### src/rtl/pkt_rr_pkg.sv
package pkt_rr_pkg;

  // Index width for a port count; at least one bit.
  function automatic int unsigned idx_bits(input int unsigned n);
    return (n > 1) ? $clog2(n) : 1;
  endfunction

endpackage

### src/rtl/rrpm_picker.sv
module rrpm_picker #(
  parameter int unsigned N_PORTS = 4,
  parameter int unsigned IDX_W   = 2
) (
  input  logic [N_PORTS-1:0] valid,
  input  logic [IDX_W-1:0]   pref,
  input  logic               open_pkt,
  output logic [IDX_W-1:0]   sel,
  output logic               hit
);

  // pref + k, folded back into 0..N_PORTS-1
  function automatic logic [IDX_W-1:0] step_from(input logic [IDX_W-1:0] base,
                                                 input int unsigned k);
    int unsigned s;
    s = int'(base) + k;
    if (s >= N_PORTS) s = s - N_PORTS;
    return IDX_W'(s);
  endfunction

  always_comb begin
    sel = pref;
    hit = 1'b0;
    if (open_pkt) begin
      hit = valid[pref];
    end else begin
      for (int unsigned k = 0; k < N_PORTS; k++) begin
        if (!hit && valid[step_from(pref, k)]) begin
          sel = step_from(pref, k);
          hit = 1'b1;
        end
      end
    end
  end

endmodule

### src/rtl/rrpm_sched.sv
module rrpm_sched #(
  parameter int unsigned N_PORTS = 4,
  parameter int unsigned IDX_W   = 2
) (
  input  logic             clk,
  input  logic             rst,
  input  logic             take,
  input  logic             closing,
  input  logic [IDX_W-1:0] sel,
  output logic [IDX_W-1:0] pref,
  output logic             open_pkt
);

  localparam logic [IDX_W-1:0] LAST_IDX = IDX_W'(N_PORTS - 1);

  function automatic logic [IDX_W-1:0] after(input logic [IDX_W-1:0] p);
    return (p == LAST_IDX) ? '0 : p + 1'b1;
  endfunction

  always_ff @(posedge clk) begin
    if (rst) begin
      pref     <= '0;
      open_pkt <= 1'b0;
    end else if (take) begin
      if (closing) begin
        pref     <= after(sel);
        open_pkt <= 1'b0;
      end else begin
        pref     <= sel;
        open_pkt <= 1'b1;
      end
    end
  end

endmodule

### src/rtl/rrpm_outreg.sv
module rrpm_outreg #(
  parameter int unsigned DATA_W = 12
) (
  input  logic              clk,
  input  logic              rst,
  input  logic              take,
  input  logic [DATA_W-1:0] word,
  output logic              q_valid,
  output logic [DATA_W-1:0] q_data
);

  always_ff @(posedge clk) begin
    if (rst) begin
      q_valid <= 1'b0;
      q_data  <= '0;
    end else begin
      q_valid <= take;
      q_data  <= take ? word : '0;
    end
  end

endmodule

### src/rtl/pkt_rr_mux.sv
module pkt_rr_mux #(
  parameter int unsigned N_PORTS = 4,
  parameter int unsigned DATA_W  = 12
) (
  input  logic                        clk,
  input  logic                        rst,
  input  logic [N_PORTS-1:0]          in_valid,
  input  logic [N_PORTS*DATA_W-1:0]   in_data,
  output logic                        out_valid,
  output logic [DATA_W-1:0]           out_data
);

  localparam int unsigned IDX_W = pkt_rr_pkg::idx_bits(N_PORTS);

  logic [DATA_W-1:0] words [N_PORTS];
  logic [IDX_W-1:0]  grant;
  logic              busy;
  logic [IDX_W-1:0]  sel_port;
  logic              accept;
  logic [DATA_W-1:0] sel_word;
  logic              eop_seen;

  for (genvar p = 0; p < N_PORTS; p++) begin : g_unpack
    assign words[p] = in_data[p*DATA_W +: DATA_W];
  end

  rrpm_picker #(.N_PORTS(N_PORTS), .IDX_W(IDX_W)) picker_i (
    .valid    (in_valid),
    .pref     (grant),
    .open_pkt (busy),
    .sel      (sel_port),
    .hit      (accept)
  );

  assign sel_word = words[sel_port];
  assign eop_seen = accept & sel_word[DATA_W-1];

  rrpm_sched #(.N_PORTS(N_PORTS), .IDX_W(IDX_W)) sched_i (
    .clk      (clk),
    .rst      (rst),
    .take     (accept),
    .closing  (eop_seen),
    .sel      (sel_port),
    .pref     (grant),
    .open_pkt (busy)
  );

  rrpm_outreg #(.DATA_W(DATA_W)) outreg_i (
    .clk     (clk),
    .rst     (rst),
    .take    (accept),
    .word    (sel_word),
    .q_valid (out_valid),
    .q_data  (out_data)
  );

endmodule

### config.mk
export PLATFORM = sky130hd
export DESIGN_NAME = pkt_rr_mux
export DESIGN_NICKNAME = d
export VERILOG_FILES = /design/src/rtl/pkt_rr_pkg.sv /design/src/rtl/rrpm_picker.sv /design/src/rtl/rrpm_sched.sv /design/src/rtl/rrpm_outreg.sv /design/src/rtl/pkt_rr_mux.sv
export SDC_FILE = /design/constraint.sdc
export NUM_CORES = 1
export LEC_CHECK = 0
export ABC_AREA = 1
export BUFFER_PORTS_ARGS = -buffer_cell sky130_fd_sc_hd__buf_2
export CAP_MARGIN = 10
export CORE_UTILIZATION = 41
export DETAILED_ROUTE_END_ITERATION = 10
export PLACE_DENSITY_LB_ADDON = 0.12
export SETUP_SLACK_MARGIN = 0.1
export SYNTH_ARGS = -nofsm -noshare
export SYNTH_HDL_FRONTEND = slang
export SYNTH_HIERARCHICAL = 1
export SYNTH_SLANG_ARGS = --single-unit
export TNS_END_PERCENT = 50
### constraint.sdc
create_clock -name clk -period 2.4 [get_ports clk]
set_clock_uncertainty 0.15 [all_clocks]
set_input_delay 0.48 -clock clk [delete_from_list [all_inputs] [get_ports clk]]
set_output_delay 0.48 -clock clk [all_outputs]
set_load 0.02 [all_outputs]
==> results list <==
- Post-detailed-route wirelength per cell: 10.2 microns
- Leaving out fill and tap cells, the most frequent cells in the layout are buf_2, nand2_1, inv_1.
* CTS clk-pin slew, worst paths: 0.10 ns
- Overall routing resource usage: 0.181
* Ratio of cells with drive above 1 in the final layout: 0.463
- Count of warnings emitted by yosys: 6
* Critical Path AT: 2.30 ns
* Routability Congestion: 0.805
- Iteration-0 DRC count of the detailed router: 49
* Mapped Avg Cell Area: 6.16 sq um
- Broken down by cell family, the worst path's largest delay share belongs to simple AND/OR/NAND/NOR gates.
* Starting Density: 0.435
- Buffers placed on the I/O ports in this run total 66.
- Wires add up to 3.45 mm.
* Element type at the critical path end: register
- Together, buffers and inverters on the worst path number 5.
- Entering global routing, the biggest net connects 45 pins.
* Initial antenna violation count: 0
* Core footprint: 3080 sq um
* Worst hold margin: 0.292 ns
- Summing all non-filler instances in the final layout gives an area of 1960 sq um.
- Of the post-synthesis cell area, the part taken by muxes is 0.
* Post-DR vias/cell: 4.46
* Post-synth cell types: 22
- 67 I/O pins were placed.
- In the routed design, unresolved DRC markers number 0.
* Synthesized-area fraction occupied by and/or/nand/nor cells: 0.403
* Worst hold path endpoint: sched_i/pref[1]
- Of the total synthesized cell area, the portion taken by full adders, half adders and majority gates is 0.00935.
- From synthesis to final layout, the design area changed by 46.9%.
- Dominant combinational cell family by area after synthesis: simple AND/OR/NAND/NOR gates
- Critical Setup Path Class: register to register
* Placed cell count: 327
* Count of hold-fix buffers inserted at cts: 0
- The cell count after synthesis came out at 217.
- For the worst-skew pair, the clock arrives at the later sink with an insertion delay of 0.29 ns.
- The library cell used most frequently in the layout, excluding fill and tap cells, is buf_2.
* Half-perimeter wire length of the detailed placement result: 2.45 mm
* Sum of overflow across all layers after global routing: 0
- Of all nets on the critical path, the largest fanout is 7.
- The routed layout has 1506 vias.
- The signal on the critical path passes through buf_6, nand2_4, nand2_4, nand2_4, nand2_4, nor2_8, nand3_2, nand2_2, nand3_2, nand2_4, inv_4, buf_6, clkbuf_16, o211ai_1, nand2_1, inv_1, nor2_2.
- Hold violation total from the final report: 0
- In this run the static leakage power is 1.17 nW.
- On the critical path, the stage with the largest delay is an instance of dfxtp_4.
* Transition at the pin with the smallest max-transition slack: 0.388 ns
- Sink count of the clock tree: 16
* Fin cells: 338
- Number of routed nets with antenna violations: 0
* Global-route wire length before repair: 4.85 mm
- Clock Root Buffer: clkbuf_4
- Hold-critical path depth: 4
- At the worst endpoint, the required time is 2.43 ns.
- Finished Core Util: 0.638
- The synthesized design contains 16 register bits.
* Number of rows in the core area: 20
* RSZ-0062 raised after global routing: true
* Sequential-to-total area share from yosys stat: 0.239
- Worst setup SP type: register
* Power after layout: 2.99 mW
* Antenna diode count: 0
- For the worst flop-to-flop path, the logic depth is 17.
* CTS tree: done
- The compound-gate portion of the synthesized area was 0.148.
- After the last flow step, the layout net total stands at 350.
* Final Cycle Share: 0.947
* Vertical extent of the die: 59.1 microns
* Die width: 59.1 microns
* Startpoint of the most critical hold path: rst
- VDD sags by at most 0.000828 V.
- The number of nets handed over by synthesis was 272.
- After detailed placement, the total cell area comes to 1720 sq um.
- In this design, the stage delay of the slowest critical-path cell is 0.39 ns.
- In this run the number of H-tree levels came out at 1.
* Slew Limit Fails: 0
- The min-delay analysis places its worst path in the category input port to register.
* R2r startpoint: sched_i/pref[0]
- The run finished with clean final reports.
- Clock tree synthesis inserted a total of 3 buffers.
* Slew headroom: 0.740
- For flop-to-flop paths, the worst setup slack is 0.13 ns.
- Derived from the worst setup path, the maximum achievable clock frequency is 0.440 GHz.
- Setup violations remaining at the end of the flow were counted as 0.
- Number of maximum-capacitance violations: 0
- Total standard cell area after synthesis: 1340 sq um
- Number of global-route vias before repair: 1203
- Of the total synthesized cell area, the portion taken by XOR and XNOR cells is 0.
- Clock Tree Buf Depth: 2
* Area of the die: 3490 sq um
* Cell area power density: 1520 nW/um^2
* Worst reg2reg path endpoint: outreg_i/q_data[0]
- The most numerous cell type found on the critical path is nand2_4.
- Start point of the critical path: sched_i/pref[0]
- Initial DRT Pass Iterations: 4
- The smallest clock period supported by the final layout is computed as 2.27 ns.
synthesized netlist by cell type:
cell / instances / share of area
nand2_1: 72 / 0.20
inv_1: 46 / 0.13
o211ai_1: 22 / 0.12
dfxtp_1: 16 / 0.24
nand3_1: 10 / 0.037
nor2_1: 10 / 0.028
nand2_2: 8 / 0.037
nor2_2: 8 / 0.037
buf_6: 6 / 0.051
inv_2: 3 / 0.0084
nand2_4: 3 / 0.025
buf_2: 2 / 0.0075
o21ai_0: 2 / 0.0075
a21oi_1: 1 / 0.0037
a32oi_1: 1 / 0.0065
and2_1: 1 / 0.0047
ha_1: 1 / 0.0094
inv_4: 1 / 0.0047
nand3_2: 1 / 0.0075
nor2_4: 1 / 0.0084
nor2_8: 1 / 0.015
o21ai_2: 1 / 0.0065
worst max path at each step:
stage	to	slack, ns	cells after the start
global route	sched_i/pref[0]	0.003	21
global placement	sched_i/pref[0]	0.03	21
floorplan	sched_i/pref[0]	0.11	22
finish	outreg_i/q_data[0]	0.13	17
detailed placement	sched_i/pref[0]	-0.02	21
CTS	sched_i/pref[0]	0.11	21
final cells by class:
type | count | area, sq um
flip-flops and latches | 16 | 328
multi-input cells | 143 | 855
fillers | 313 | 1110
clock buffers | 4 | 36.3
well taps | 44 | 55.1
inverters | 50 | 203
repair buffers | 81 | 488
timing repair:
action | in CTS | in global routing
setup buffers | 0 | 4
setup endpoints to repair | 11 | 13
gates cloned | 0 | 3
resized for setup | 4 | 36
pin swaps | 2 | 18
kinds of logic after synthesis:
group | Yosys count
and+or+nand+nor | 115
buffers and inverters | 58
AOI/OAI and AO/OA | 27
DFF | 16
adders and majority gates | 1
through the flow:
| stage | worst slack, ns | TNS, ns |
|---|---|---|
| 6_report | 0.127 | 0 |
| 5_1_grt | 0.00292 | 0 |
| 4_1_cts | 0.115 | 0 |
| 3_5_place_dp | -0.0237 | -0.0318 |
| 3_3_place_gp | 0.0308 | 0 |
| 2_1_floorplan | 0.109 | 0 |
sequential cells by signal, indices dropped and copies added, names as in the netlist:
register / flops
sched_i/pref: 2
outreg_i/q_data: 12
sched_i/open_pkt: 1
outreg_i/q_valid: 1
worst min-delay path: stages:
cell	delay (ns)
buf_2	0.10
nor2_1	0.04
nand2_1	0.05
inv_1	0.03
per-layer routing:
layer,track usage,routed length [microns]
met2,0.295,1690
met1,0.239,1610
met3,0.0218,123
met4,0.0850,27
met5,0,0
report_power, final:
group	leakage (nW)	total (mW)	switching [mW]	internal (mW)
registers	0.134	0.432	0.0563	0.375
logic	1.02	2.38	1.40	0.978
clock network	0.0210	0.181	0.0887	0.0924
Power figures use the tool's default switching activity.
